--- config.mk ---
export PLATFORM = sky130hd
export DESIGN_NAME = thresh_trigger
export DESIGN_NICKNAME = d
export VERILOG_FILES = /design/src/rtl/trig_pkg.sv /design/src/rtl/trig_cfg_regs.sv /design/src/rtl/trig_sync.sv /design/src/rtl/trig_compare.sv /design/src/rtl/trig_eval.sv /design/src/rtl/thresh_trigger.sv
export SDC_FILE = /design/constraint.sdc
export NUM_CORES = 1
export LEC_CHECK = 0
export ABC_AREA = 1
export BUFFER_PORTS_ARGS = -buffer_cell sky130_fd_sc_hd__buf_4
export CAP_MARGIN = 15
export CORE_ASPECT_RATIO = 1.4
export CORE_MARGIN = 1
export CORE_UTILIZATION = 25
export CTS_CLUSTER_DIAMETER = 100
export DETAILED_ROUTE_END_ITERATION = 12
export HOLD_SLACK_MARGIN = 0.15
export SYNTH_ARGS = -nofsm -noshare
export SYNTH_HDL_FRONTEND = slang
export SYNTH_SLANG_ARGS = --single-unit
export TNS_END_PERCENT = 50
--- constraint.sdc ---
create_clock -name clk -period 3.1 [get_ports clk]
set_input_delay 0.155 -clock clk [delete_from_list [all_inputs] [get_ports clk]]
set_output_delay 0.155 -clock clk [all_outputs]
set_load 0.03 [all_outputs]
--- src/rtl/trig_pkg.sv ---
package trig_pkg;
    typedef enum logic [2:0] {
        MODE_OFF     = 3'd0,
        MODE_BELOW   = 3'd1,
        MODE_ABOVE   = 3'd2,
        MODE_INSIDE  = 3'd3,
        MODE_HYST_LO = 3'd4,
        MODE_HYST_HI = 3'd5,
        MODE_DIGITAL = 3'd6,
        MODE_RSVD    = 3'd7
    } trig_mode_e;

    typedef struct packed {
        logic armed;
        logic trig;
    } eval_st_t;
endpackage

--- src/rtl/trig_cfg_regs.sv ---
module trig_cfg_regs
    import trig_pkg::*;
#(
    parameter int SAMPLE_W = 16
) (
    input  logic                       clk,
    input  logic                       rst_n,
    input  logic                       cfg_wr,
    input  logic [2:0]                 cfg_mode,
    input  logic signed [SAMPLE_W-1:0] cfg_hi,
    input  logic signed [SAMPLE_W-1:0] cfg_lo,
    output trig_mode_e                 mode,
    output logic signed [SAMPLE_W-1:0] hi_lim,
    output logic signed [SAMPLE_W-1:0] lo_lim
);
    typedef struct packed {
        trig_mode_e                 mode;
        logic signed [SAMPLE_W-1:0] hi;
        logic signed [SAMPLE_W-1:0] lo;
    } cfg_t;

    cfg_t cfg_d, cfg_q;

    always_comb begin
        cfg_d = cfg_q;
        if (cfg_wr) begin
            cfg_d.mode = trig_mode_e'(cfg_mode);
            cfg_d.hi   = cfg_hi;
            cfg_d.lo   = cfg_lo;
        end
    end

    always_ff @(posedge clk or negedge rst_n) begin
        if (!rst_n) begin
            cfg_q <= '{mode: MODE_OFF, hi: '0, lo: '0};
        end else begin
            cfg_q <= cfg_d;
        end
    end

    assign mode   = cfg_q.mode;
    assign hi_lim = cfg_q.hi;
    assign lo_lim = cfg_q.lo;
endmodule

--- src/rtl/trig_sync.sv ---
module trig_sync #(
    parameter int STAGES = 2
) (
    input  logic clk,
    input  logic rst_n,
    input  logic async_in,
    output logic sync_out
);
    localparam int LAST = STAGES - 1;

    logic [LAST:0] sh_d, sh_q;

    generate
        if (STAGES == 1) begin : g_one
            always_comb sh_d = async_in;
        end else begin : g_chain
            always_comb sh_d = {sh_q[LAST-1:0], async_in};
        end
    endgenerate

    always_ff @(posedge clk or negedge rst_n) begin
        if (!rst_n) sh_q <= '0;
        else        sh_q <= sh_d;
    end

    assign sync_out = sh_q[LAST];
endmodule

--- src/rtl/trig_compare.sv ---
module trig_compare #(
    parameter int SAMPLE_W = 16
) (
    input  logic signed [SAMPLE_W-1:0] sample,
    input  logic signed [SAMPLE_W-1:0] hi_lim,
    input  logic signed [SAMPLE_W-1:0] lo_lim,
    output logic                       below_lo,
    output logic                       above_hi,
    output logic                       in_window
);
    always_comb begin
        below_lo  = sample < lo_lim;
        above_hi  = sample > hi_lim;
        in_window = (sample > lo_lim) && (sample < hi_lim);
    end
endmodule

--- src/rtl/trig_eval.sv ---
module trig_eval
    import trig_pkg::*;
(
    input  logic       clk,
    input  logic       rst_n,
    input  logic       cfg_wr,
    input  trig_mode_e mode,
    input  logic       smp_valid,
    input  logic       below_lo,
    input  logic       above_hi,
    input  logic       in_window,
    input  logic       din_s,
    output logic       trig
);
    eval_st_t st_d, st_q;

    always_comb begin
        st_d = st_q;
        if (cfg_wr) begin
            st_d.trig  = 1'b0;
            st_d.armed = 1'b0;
        end else begin
            unique case (mode)
                MODE_BELOW: begin
                    st_d.armed = 1'b0;
                    if (smp_valid) st_d.trig = below_lo;
                end
                MODE_ABOVE: begin
                    st_d.armed = 1'b0;
                    if (smp_valid) st_d.trig = above_hi;
                end
                MODE_INSIDE: begin
                    st_d.armed = 1'b0;
                    if (smp_valid) st_d.trig = in_window;
                end
                MODE_HYST_LO: begin
                    if (smp_valid) begin
                        if (st_q.trig) begin
                            if (above_hi) begin
                                st_d.trig  = 1'b0;
                                st_d.armed = 1'b1;
                            end
                        end else if (above_hi) begin
                            st_d.armed = 1'b1;
                        end else if (st_q.armed && below_lo) begin
                            st_d.trig  = 1'b1;
                            st_d.armed = 1'b0;
                        end
                    end
                end
                MODE_HYST_HI: begin
                    if (smp_valid) begin
                        if (st_q.trig) begin
                            if (below_lo) begin
                                st_d.trig  = 1'b0;
                                st_d.armed = 1'b1;
                            end
                        end else if (below_lo) begin
                            st_d.armed = 1'b1;
                        end else if (st_q.armed && above_hi) begin
                            st_d.trig  = 1'b1;
                            st_d.armed = 1'b0;
                        end
                    end
                end
                MODE_DIGITAL: begin
                    st_d.armed = 1'b0;
                    st_d.trig  = din_s;
                end
                default: begin
                    st_d.armed = 1'b0;
                    st_d.trig  = 1'b0;
                end
            endcase
        end
    end

    always_ff @(posedge clk or negedge rst_n) begin
        if (!rst_n) st_q <= '{armed: 1'b0, trig: 1'b0};
        else        st_q <= st_d;
    end

    assign trig = st_q.trig;

    logic analog_mode;
    assign analog_mode = (mode == MODE_BELOW) || (mode == MODE_ABOVE) || (mode == MODE_INSIDE)
                      || (mode == MODE_HYST_LO) || (mode == MODE_HYST_HI);

    AST_OFF_QUIET: assert property (@(posedge clk) disable iff (!rst_n)
        (mode == MODE_OFF || mode == MODE_RSVD) |=> !trig);
    AST_CFG_CLEAR: assert property (@(posedge clk) disable iff (!rst_n)
        cfg_wr |=> (!trig && !st_q.armed));
    AST_IDLE_HOLD: assert property (@(posedge clk) disable iff (!rst_n)
        (analog_mode && !smp_valid && !cfg_wr) |=> $stable(trig));
    AST_HLO_UNARMED: assert property (@(posedge clk) disable iff (!rst_n)
        (mode == MODE_HYST_LO && !trig && !st_q.armed && !cfg_wr) |=> !trig);
    AST_HHI_UNARMED: assert property (@(posedge clk) disable iff (!rst_n)
        (mode == MODE_HYST_HI && !trig && !st_q.armed && !cfg_wr) |=> !trig);
    AST_BELOW_TRACK: assert property (@(posedge clk) disable iff (!rst_n)
        (mode == MODE_BELOW && smp_valid && !cfg_wr) |=> (trig == $past(below_lo)));
    AST_ABOVE_TRACK: assert property (@(posedge clk) disable iff (!rst_n)
        (mode == MODE_ABOVE && smp_valid && !cfg_wr) |=> (trig == $past(above_hi)));
    AST_DIG_TRACK: assert property (@(posedge clk) disable iff (!rst_n)
        (mode == MODE_DIGITAL && !cfg_wr) |=> (trig == $past(din_s)));
endmodule

--- src/rtl/thresh_trigger.sv ---
module thresh_trigger
    import trig_pkg::*;
#(
    parameter int SAMPLE_W    = 16,
    parameter int SYNC_STAGES = 2
) (
    input  logic                       clk,
    input  logic                       rst_n,
    input  logic                       cfg_wr,
    input  logic [2:0]                 cfg_mode,
    input  logic signed [SAMPLE_W-1:0] cfg_hi,
    input  logic signed [SAMPLE_W-1:0] cfg_lo,
    input  logic                       smp_valid,
    input  logic signed [SAMPLE_W-1:0] smp_data,
    input  logic                       din_pin,
    output logic                       trig_out
);
    trig_mode_e                 mode;
    logic signed [SAMPLE_W-1:0] hi_lim, lo_lim;
    logic                       below_lo, above_hi, in_window, din_s;

    trig_cfg_regs #(.SAMPLE_W(SAMPLE_W)) u_cfg (
        .clk(clk), .rst_n(rst_n), .cfg_wr(cfg_wr), .cfg_mode(cfg_mode),
        .cfg_hi(cfg_hi), .cfg_lo(cfg_lo),
        .mode(mode), .hi_lim(hi_lim), .lo_lim(lo_lim)
    );

    trig_compare #(.SAMPLE_W(SAMPLE_W)) u_cmp (
        .sample(smp_data), .hi_lim(hi_lim), .lo_lim(lo_lim),
        .below_lo(below_lo), .above_hi(above_hi), .in_window(in_window)
    );

    trig_sync #(.STAGES(SYNC_STAGES)) u_sync (
        .clk(clk), .rst_n(rst_n), .async_in(din_pin), .sync_out(din_s)
    );

    trig_eval u_eval (
        .clk(clk), .rst_n(rst_n), .cfg_wr(cfg_wr), .mode(mode),
        .smp_valid(smp_valid), .below_lo(below_lo), .above_hi(above_hi),
        .in_window(in_window), .din_s(din_s), .trig(trig_out)
    );

    AST_EMPTY_WINDOW: assert property (@(posedge clk) disable iff (!rst_n)
        (mode == MODE_INSIDE && lo_lim >= hi_lim && !cfg_wr) |=> !trig_out);
endmodule

==> results of run 1 <==
[kinds of logic after synthesis]
| group | Yosys count | share of synthesized area |
|---|---|---|
| fa+ha+maj | 32 | 0.1572 |
| compound gates | 53 | 0.1164 |
| buf+inv | 67 | 0.09872 |
| simple gates | 144 | 0.2446 |
| flops | 39 | 0.3831 |
[metal layers]
layer	wire length, um	GRT usage
met5	0	0
met4	138	0.05123
met3	181	0.02381
met2	2997	0.2236
met1	2577	0.1370
[worst max-delay path, cell delays in order, from the launching register on]
cell	delay, ns
sky130_fd_sc_hd__dfrtp_1	0.32
sky130_fd_sc_hd__inv_1	0.05
sky130_fd_sc_hd__ha_1	0.35
sky130_fd_sc_hd__nand2_2	0.10
sky130_fd_sc_hd__o21bai_1	0.10
sky130_fd_sc_hd__nand2_1	0.07
sky130_fd_sc_hd__a21oi_2	0.19
sky130_fd_sc_hd__nand2_2	0.09
sky130_fd_sc_hd__nand2_2	0.09
sky130_fd_sc_hd__nand4_1	0.11
sky130_fd_sc_hd__nand2_1	0.11
sky130_fd_sc_hd__inv_1	0.05
sky130_fd_sc_hd__nand3_1	0.07
sky130_fd_sc_hd__nand2_1	0.05
sky130_fd_sc_hd__nand2_1	0.05
sky130_fd_sc_hd__inv_1	0.03
[cells in the mapped netlist, drive strengths merged]
cell,instances
nand3,14
a22oi,1
inv,58
o21bai,1
clkbuf,8
a21oi,10
dfrtp,39
a21o,2
nor2,26
o211ai,1
nand4,3
o21ai,36
clkinv,1
or2,1
ha,32
o21a,1
o211a,1
nor3,2
nand2,98
[sequential cells by signal, indices dropped and copies added (netlist names)]
| register | flops |
|---|---|
| u_cfg.hi_lim | 16 |
| u_cfg.lo_lim | 16 |
| u_cfg.mode | 3 |
| u_sync.sh_q | 2 |
| u_eval.st_q | 1 |
| u_eval.trig | 1 |
[report_power, final]
group	switching [mW]	internal, mW
registers	0.0173	0.555
clock network	0.202	0.293
logic	0.213	0.182
[worst min path at each step]
stage	from	endpoint	slack, ns	depth (start not counted)
6_report	smp_valid	u_eval.trig	0.29	5
5_1_grt	smp_valid	u_eval.trig	0.32	5
4_1_cts	smp_valid	u_eval.trig	0.28	5
3_5_place_dp	rst_n	u_cfg.hi_lim[6]	0.19	1
3_3_place_gp	rst_n	u_cfg.hi_lim[6]	0.17	1
2_1_floorplan	rst_n	u_cfg.hi_lim[0]	-0.14	0
[stage by stage]
step	total power [mW]	util	instances
final	1.463	0.3654	563
after floorplan	0.8158	-	335
after detailed placement	0.9457	0.3138	518
after global routing	1.578	0.3654	563
after global placement	0.9358	0.3138	518
after CTS	1.495	0.3654	563
[area by class of cell]
| type | count | area [um2] |
|---|---|---|
| fill | 1042 | 6282 |
| multi-input combinational | 229 | 1320 |
| clock inverter | 3 | 15.01 |
| tap | 135 | 168.9 |
| sequential | 39 | 975.9 |
| clock buffer | 5 | 125.1 |
| timing repair buffer | 93 | 790.8 |
| inverter | 59 | 221.5 |
[what timing repair did]
action                    in CTS  in global routing
resized for setup              0                  0
hold endpoints to repair      75                  0
hold buffers                  37                  0
==> flow_metrics.py, run 1 <==
metrics = {
    "critical_path": {
        "worstReg2RegStart": "u_cfg.lo_lim[15]",
        "worst_ep_required_time_ns": 3.28,
        "worst_r2r_path_depth": 15,
        "ff2ff_setup_slack_ns": 1.16,
        "worstPathArrival_ns": 2.12,
        "worst-setup-path-type": "reg -> reg",
        "end_point_of_the_critical_path": "u_eval.st_q[1]",
        "endpoint_kind": "register",
        "critical_path_origin": "u_cfg.lo_lim[15]",
        "worstPathMaxFanout": 5,
        "cp-start-kind": "register",
        "regToRegEndpoint": "u_eval.st_q[1]",
    },
    "synthesis": {
        "synthesis.nets": 423,
        "synth_seq_cells": 39,
        "yosys-top-cells-area": "sky130_fd_sc_hd__dfrtp_1 38%, sky130_fd_sc_hd__ha_1 16%, sky130_fd_sc_hd__nand2_1 14%",
        "yosys.area.top_type": "sky130_fd_sc_hd__dfrtp_1",
        "synth.yosys.warnings": 0,
        "synthCells": 335,
        "postSynthAreaPerCell_um2": 7.604,
        "synthDistinctLibCells": 27,
        "ys_seq_area_frac": 0.3831,
        "synthesis.area_um2": 2547,
        "synth_top_area_frac": 0.3831,
    },
    "clock_tree": {
        "ctsRootBufferMaster": "sky130_fd_sc_hd__clkbuf_16",
        "clkSlewWorstSetupHoldPaths_ns": 0.06,
        "cts-htree-levels": 2,
        "number_of_buffers_added_by_the_clock_tree_synthesis_step": 5,
        "cts.path.max_buffers": 2,
        "clock_latency_ns": 0.28,
        "cts_setup_buffers": 0,
        "cts.sinks": 39,
        "tritoncts": "built",
    },
    "global_route": {
        "grt_pass1_vias": 2373,
        "grt_antenna_before_repair": 0,
        "grt_max_degree": 71,
        "grt_first_pass_wirelength_um": 10060,
        "track_usage": 0.1230,
        "grt.overflow.total": 0,
    },
    "drt": {
        "drt_drc_violations_left": 0,
        "detailedRoute.firstIterationViolations": 84,
        "vias_per_cell": 4.217,
        "detailroute.via_count": 2374,
        "drt-pass1-iter-count": 4,
        "detail_route.wirelength_um": 5894,
        "detail-route-antenna-nets": 0,
        "wl_per_cell_um": 10.47,
    },
    "final_layout": {
        "finish.instance_area_um2": 3617,
        "layout_common_cells": "92 x sky130_fd_sc_hd__nand2_1, 58 x sky130_fd_sc_hd__inv_1, 56 x sky130_fd_sc_hd__buf_4, 39 x sky130_fd_sc_hd__dfrtp_1, 37 x sky130_fd_sc_hd__dlygate4sd3_1",
        "drive_above_1_share": 0.1846,
        "syn2layout_area_growth_pct": 41.99,
        "diodes": 0,
        "layout.nets": 515,
        "layout.cells.most_common": "sky130_fd_sc_hd__nand2_1",
    },
    "timing": {
        "final.period_utilization": 0.6249,
        "fin_skew_ns": 0.005217,
        "setup_violations": 0,
        "timing.slew.headroom": 0.6019,
        "worst_slack_ns": 1.163,
        "final_period_demand_of_the_worst_path_ns": 1.937,
        "unrepaired_setup_endpoints_after_global_routing": "false",
        "final-hold-violation-count": 0,
        "whs_ns": 0.2898,
        "fin_setup_tns_ns": 0,
        "drv_slew": 0,
        "timing_worst_slew_pin_value_ns": 0.5972,
        "fmaxAchievable_mhz": 516.2,
    },
    "floorplan": {
        "die_area_um2": 10600,
        "initial_core_util": 0.2573,
        "rows": 43,
        "fp.coreArea_um2": 9899,
        "design.portCount": 57,
        "die_width_um": 87.32,
        "die_h_um": 121.4,
    },
    "place": {
        "hpwl_reported_at_the_end_of_detailed_placement_um": 4437,
        "placement.cell_area_um2": 3107,
        "pre_cts_ws_ns": 1.160,
        "port_buffers": 56,
        "globalplace.congestion": 0.8039,
    },
    "run": {
        "max-cap-violations": 0,
    },
    "status": {
        "outcome": "finished, final reports clean",
    },
    "power_and_ir_drop": {
        "powerDensity_nw_per_um2": 404.4,
        "p_leak_nw": 1.911,
        "ir_worst_vdd_v": 0.0002149,
    },
    "worst_hold_path": {
        "worst_hold_path_type": "in -> reg",
    },
}
(Power assumes the default switching activity.)
==> run 2, diff against run 1 <==
==> constraint.sdc (replaced) <==
create_clock -name clk -period 1.75 [get_ports clk]
set_input_delay 0.0875 -clock clk [delete_from_list [all_inputs] [get_ports clk]]
set_output_delay 0.0875 -clock clk [all_outputs]
set_load 0.03 [all_outputs]
==> run 2 against run 1 <==
Compared with the run above:
- the run now ends with setup timing left
- worst setup slack got worse by 1.3 ns
- worst hold slack worse by 0.066 ns
- core utilization grew 3.7 points
- die area stayed put
- critical endpoint unchanged
==> flow_metrics.py, run 2 (same netlist as run 1, synthesis figures left out) <==
metrics = {
    "critical_path": {
        "worstReg2RegStart": "u_cfg.lo_lim[15]",
        "worstPathMaxFanout": 3,
        "critical_path_origin": "u_cfg.lo_lim[15]",
        "worst_r2r_path_depth": 15,
        "cp-start-kind": "register",
        "ff2ff_setup_slack_ns": -0.12,
        "worst-setup-path-type": "reg -> reg",
        "worst_ep_required_time_ns": 1.93,
        "worstPathArrival_ns": 2.06,
        "endpoint_kind": "register",
        "regToRegEndpoint": "u_eval.st_q[1]",
        "end_point_of_the_critical_path": "u_eval.st_q[1]",
    },
    "final_layout": {
        "drive_above_1_share": 0.3013,
        "diodes": 0,
        "syn2layout_area_growth_pct": 56.48,
        "num-fill-cells": 1030,
        "final_core_util": 0.4027,
        "layout.nets": 535,
        "layout_common_cells": "86 x sky130_fd_sc_hd__nand2_1, 76 x sky130_fd_sc_hd__buf_4, 49 x sky130_fd_sc_hd__inv_1, 39 x sky130_fd_sc_hd__dfrtp_1, 37 x sky130_fd_sc_hd__dlygate4sd3_1",
        "layout.cells.most_common": "sky130_fd_sc_hd__nand2_1",
    },
    "run": {
        "max-cap-violations": 0,
    },
    "status": {
        "failed_checks": "setup timing",
        "outcome": "finished, violations left",
    },
    "timing": {
        "final-hold-violation-count": 0,
        "fin_skew_ns": 0.004843,
        "timing.slew.headroom": 0.6502,
        "drv_slew": 0,
        "final.period_utilization": 1.071,
        "timing_worst_slew_pin_value_ns": 0.5247,
        "worst_slack_ns": -0.1249,
        "fmaxAchievable_mhz": 533.4,
        "unrepaired_setup_endpoints_after_global_routing": "true",
        "setup_violations": 2,
        "final_period_demand_of_the_worst_path_ns": 1.875,
    },
    "floorplan": {
        "die_area_um2": 10600,
        "die_h_um": 121.4,
        "fp.coreArea_um2": 9899,
        "rows": 43,
        "initial_core_util": 0.2573,
        "design.portCount": 57,
        "die_width_um": 87.32,
    },
    "drt": {
        "detailedRoute.firstIterationViolations": 87,
        "detail-route-antenna-nets": 0,
        "vias_per_cell": 4.189,
        "detail_route.wirelength_um": 6358,
        "drt-pass1-iter-count": 4,
        "drt_drc_violations_left": 0,
        "wl_per_cell_um": 10.91,
        "detailroute.via_count": 2442,
    },
    "power_and_ir_drop": {
        "clockPowerShare": 0.365,
        "p_leak_nw": 2.022,
        "powerDensity_nw_per_um2": 740.6,
        "p_sw_frac": 0.2840,
        "p_sw_mw": 0.8383,
        "p_int_mw": 2.114,
        "share_comb_of_total_power": 0.290,
        "ir_worst_vdd_v": 0.0004211,
        "power.sequential.fraction": 0.345,
        "sum_of_internal_switching_and_leakage_power_mw": 2.952,
    },
    "clock_tree": {
        "cts.path.max_buffers": 2,
        "cts.sinks": 39,
        "ctsRootBufferMaster": "sky130_fd_sc_hd__clkbuf_16",
        "tritoncts": "built",
        "clkSlewWorstSetupHoldPaths_ns": 0.06,
        "clock_latency_ns": 0.29,
        "number_of_buffers_added_by_the_clock_tree_synthesis_step": 5,
        "cts-htree-levels": 2,
    },
    "global_route": {
        "grt_pass1_vias": 2462,
        "grt_first_pass_wirelength_um": 10320,
        "grt_max_degree": 45,
        "grt.overflow.total": 0,
        "track_usage": 0.1259,
        "grt_antenna_before_repair": 0,
    },
    "place": {
        "globalplace.congestion": 0.8482,
        "pre_cts_ws_ns": -0.2143,
        "port_buffers": 56,
        "hpwl_reported_at_the_end_of_detailed_placement_um": 4608,
    },
    "worst_hold_path": {
        "min-delay-start": "smp_valid",
        "worst_hold_path_type": "in -> reg",
    },
}
[run 2: cell types whose count changed in the layout (fill, tap and decap cells not counted), sizes merged]
cell	previous run	this run
buf	56	76
bufinv	0	1
clkbuf	5	6
clkinv	4	2
[run 2: power groups by stage]
stage	sequential (mW)	clock, mW	combinational [mW]
3_3_place_gp	1.03	0	0.686
5_1_grt	1.03	1.13	0.976
3_5_place_dp	1.03	0	0.703
6_report	1.02	1.08	0.857
2_1_floorplan	1.03	0	0.422
4_1_cts	1.02	1.10	0.800
[run 2: how the worst min path moves through the flow]
stage               cells after the start                to
floorplan                               0   u_cfg.hi_lim[0]
global placement                        1  u_cfg.hi_lim[10]
detailed placement                      1   u_cfg.hi_lim[9]
CTS                                     5       u_eval.trig
global route                            5       u_eval.trig
finish                                  5       u_eval.trig
[run 2: routing by layer]
metal  global-route usage  up-vias  wire length (um)  part of all wire
met3              0.02653       17               217             0.034
met4              0.05943        0               195             0.031
li1                     -     1277                 -                 -
met5                    0        -                 0                 0
met2               0.2246       50              3318              0.52
met1               0.1398     1098              2627              0.41
[run 2: critical path, cell delays in order (launching register included)]
cell and delay [ns]:
sky130_fd_sc_hd__dfrtp_1 0.32, sky130_fd_sc_hd__inv_1 0.06, sky130_fd_sc_hd__ha_4 0.28, sky130_fd_sc_hd__nand2_2 0.05
sky130_fd_sc_hd__nor2_2 0.19, sky130_fd_sc_hd__nand2_2 0.10, sky130_fd_sc_hd__clkinv_1 0.06, sky130_fd_sc_hd__nand2_2 0.06
sky130_fd_sc_hd__nand2_2 0.09, sky130_fd_sc_hd__nand2_2 0.08, sky130_fd_sc_hd__nand4_1 0.11, sky130_fd_sc_hd__nand2_1 0.08
sky130_fd_sc_hd__nor2_1 0.11, sky130_fd_sc_hd__nand3_1 0.07, sky130_fd_sc_hd__nand2_1 0.07, sky130_fd_sc_hd__inv_1 0.03
[run 2: area by class of cell]
type	instances	area, um2	area share
multi-input combinational	229	1505	0.3776
sequential	39	975.9	0.2448
timing repair buffer	113	940.9	0.2360
inverter	59	221.5	0.05556
tap	135	168.9	0.04237
clock buffer	6	138.9	0.03484
clock inverter	2	35.03	0.008788
[run 2: stage by stage]
| step | cells | hold slack, ns | area (um2) | TNS [ns] |
|---|---|---|---|---|
| global placement | 537 | 0.1093 | 3262 | -0.2771 |
| global route | 583 | 0.2832 | 3986 | -0.5654 |
| finish | 583 | 0.2242 | 3986 | -0.2226 |
| floorplan | 335 | -0.2081 | 2560 | 0 |
| detailed placement | 537 | 0.1117 | 3262 | -0.4190 |
| CTS | 582 | 0.2197 | 3872 | -0.2398 |
[run 2: what timing repair did]
| action | CTS | global route |
|---|---|---|
| endpoints found under the hold margin | 75 | 0 |
| resized for setup | 13 | 25 |
| pin swaps | 2 | 16 |
| buffers inserted | 0 | 1 |
| endpoints found under the setup margin | 2 | 2 |
| hold buffers | 37 | 0 |
==> run 3, diff against run 2 <==
==> constraint.sdc (replaced) <==
create_clock -name clk -period 1.75 [get_ports clk]
set_input_delay 0 -clock clk [delete_from_list [all_inputs] [get_ports clk]]
set_output_delay 0 -clock clk [all_outputs]
set_load 0.03 [all_outputs]
==> run 3 against run 2 <==
Compared with the run above:
- the flow still finishes with violations (setup timing)
- clock power fell by 15%
- critical path depth unchanged
- register-to-register slack lost 0.02 ns
- non-clock buffer count up 6
- clock skew is 0.0031 ns lower
- sequential power hardly changed
- core utilization rose by 0.73 points
- critical path type unchanged
- critical endpoint unchanged
- largest cell class unchanged
==> flow_metrics.py, run 3 (same netlist as run 1, synthesis figures left out) <==
metrics = {
    "timing": {
        "drv_slew": 0,
        "timing_worst_slew_pin_value_ns": 0.5272,
        "timing.slew.headroom": 0.6485,
        "unrepaired_setup_endpoints_after_global_routing": "true",
        "whs_ns": 0.1463,
        "fmaxAchievable_mhz": 528.6,
        "final_period_demand_of_the_worst_path_ns": 1.892,
        "final-hold-violation-count": 0,
        "final.period_utilization": 1.081,
        "worst_slack_ns": -0.1419,
        "fin_skew_ns": 0.001792,
        "setup_violations": 2,
    },
    "critical_path": {
        "timing.critical_path.depth": 15,
        "worstReg2RegStart": "u_cfg.lo_lim[7]",
        "timing.critical_path.max_delay_family": "simple AND/OR/NAND/NOR gates",
        "worst-path-buf-inv": 3,
        "critical_path_origin": "u_cfg.lo_lim[7]",
        "worst-setup-path-type": "reg -> reg",
        "worst_ep_required_time_ns": 1.93,
        "critPathMostFrequentCell": "sky130_fd_sc_hd__nand2_1",
        "worst_path_max_delay_cell": "sky130_fd_sc_hd__dfrtp_1",
        "critical_path.max_stage_delay_ns": 0.37,
        "end_point_of_the_critical_path": "u_eval.st_q[1]",
        "ff2ff_setup_slack_ns": -0.14,
        "path_cells": "inv_2 -> ha_4 -> a21o_1 -> nor2_1 -> nand2_1 -> nand2_2 -> nand2_2 -> nand2_2 -> nand4_1 -> nand2_1 -> inv_1 -> nand3_1 -> nand2_1 -> nand2_1 -> inv_1",
        "endpoint_kind": "register",
        "worst_r2r_path_depth": 15,
        "regToRegEndpoint": "u_eval.st_q[1]",
        "cp-start-kind": "register",
        "worstPathMaxFanout": 3,
        "worstPathArrival_ns": 2.07,
    },
    "status": {
        "failed_checks": "setup timing",
        "outcome": "finished, violations left",
    },
    "place": {
        "globalplace.congestion": 0.8372,
        "pre_cts_ws_ns": -0.2016,
        "placedCellCount": 537,
        "port_buffers": 56,
        "hpwl_reported_at_the_end_of_detailed_placement_um": 4698,
    },
    "power_and_ir_drop": {
        "p_leak_nw": 2.022,
        "powerDensity_nw_per_um2": 697.9,
        "ir_worst_vdd_v": 0.0003649,
    },
    "global_route": {
        "grt_antenna_before_repair": 0,
        "track_usage": 0.1369,
        "grt_use_met3": 0.02789,
        "gr-usage-met1": 0.1390,
        "grt_first_pass_wirelength_um": 11230,
        "globalRouteMet2Util": 0.2578,
        "grt.overflow.total": 0,
        "grt_most_used_layer": "met2",
        "grt_pass1_vias": 2692,
        "grt_max_degree": 40,
    },
    "drt": {
        "detailedRoute.firstIterationViolations": 61,
        "drt_drc_violations_left": 0,
        "wl_per_cell_um": 11.35,
        "detailroute.via_count": 2532,
        "vias_per_cell": 4.306,
        "drt-pass1-iter-count": 4,
        "detail_route.wirelength_um": 6671,
        "detail-route-antenna-nets": 0,
    },
    "floorplan": {
        "die_area_um2": 10600,
        "fp.coreArea_um2": 9899,
        "rows": 43,
        "initial_core_util": 0.2573,
        "die_width_um": 87.32,
        "die_h_um": 121.4,
        "design.portCount": 57,
    },
    "final_layout": {
        "diodes": 0,
        "num-fill-cells": 1016,
        "layout.cells.most_common": "sky130_fd_sc_hd__nand2_1",
        "layout.nets": 541,
        "syn2layout_area_growth_pct": 59.33,
        "drive_above_1_share": 0.3223,
        "finalNonFillerCells": 588,
        "layout_common_cells": "86 x sky130_fd_sc_hd__nand2_1, 77 x sky130_fd_sc_hd__buf_4, 42 x sky130_fd_sc_hd__dlygate4sd3_1, 41 x sky130_fd_sc_hd__inv_1, 39 x sky130_fd_sc_hd__dfrtp_1",
    },
    "clock_tree": {
        "cts-htree-levels": 2,
        "clkSlewWorstSetupHoldPaths_ns": 0.06,
        "cts.sinks": 39,
        "clock_latency_ns": 0.28,
        "number_of_buffers_added_by_the_clock_tree_synthesis_step": 5,
        "ctsRootBufferMaster": "sky130_fd_sc_hd__clkbuf_16",
        "tritoncts": "built",
        "cts.path.max_buffers": 2,
    },
    "worst_hold_path": {
        "worst_hold_path_type": "in -> reg",
    },
    "run": {
        "max-cap-violations": 0,
    },
}
-- run 3: area by class of cell --
cell class,count,area [um2],share of cell area
clock buffers,6,138.9,0.03422
clock inverters,1,5.005,0.001233
inverters,59,221.5,0.05456
multi-input cells,229,1550,0.3819
flip-flops and latches,39,975.9,0.2404
well taps,135,168.9,0.04162
repair buffers,119,998.5,0.2460
-- run 3: metrics by stage --
step / cell area, um2 / TNS, ns / utilization / power, mW
2_1_floorplan: 2560 / 0 / - / 1.450
3_3_place_gp: 3262 / -0.2995 / 0.3295 / 1.714
3_5_place_dp: 3262 / -0.4032 / 0.3295 / 1.738
4_1_cts: 3981 / -0.2109 / 0.4022 / 2.809
5_1_grt: 4059 / -0.5999 / 0.4100 / 3.017
6_report: 4059 / -0.2449 / 0.4100 / 2.833
-- run 3: how the worst min path moves through the flow --
| stage | slack, ns | to | from | depth (start not counted) |
|---|---|---|---|---|
| 2_1_floorplan | -0.30 | u_cfg.hi_lim[0] | rst_n | 0 |
| 3_3_place_gp | 0.02 | u_cfg.hi_lim[7] | rst_n | 1 |
| 3_5_place_dp | 0.03 | u_cfg.hi_lim[7] | rst_n | 1 |
| 4_1_cts | 0.15 | u_cfg.hi_lim[5] | cfg_wr | 3 |
| 5_1_grt | 0.18 | u_cfg.hi_lim[14] | cfg_wr | 3 |
| 6_report | 0.15 | u_cfg.hi_lim[5] | cfg_wr | 3 |
-- run 3: per-layer routing --
metal  wire length [um]  share of wire
met5                  0              0
met4                277          0.042
met3                246          0.037
met2               3509           0.53
met1               2638           0.40
-- run 3: power by group --
group          total (mW)  switching (mW)  internal, mW  leakage, nW
combinational       0.892           0.450         0.442         1.47
clock               0.918           0.361         0.557       0.0727
sequential           1.02          0.0390         0.984        0.475
-- run 3: timing repair --
item,4_1_cts,5_1_grt
endpoints found under the hold margin,76,0
buffers inserted,1,1
hold buffers,42,0
setup endpoints to repair,2,2
gates resized for setup,34,16
pin swaps,15,7
-- run 3: tightest hold or removal path: cells and delay by family --
| family | cells | cell delay [ns] |
|---|---|---|
| compound gates | 1 | 0.06 |
| buf+inv | 1 | 0.23 |
| simple gates | 1 | 0.09 |
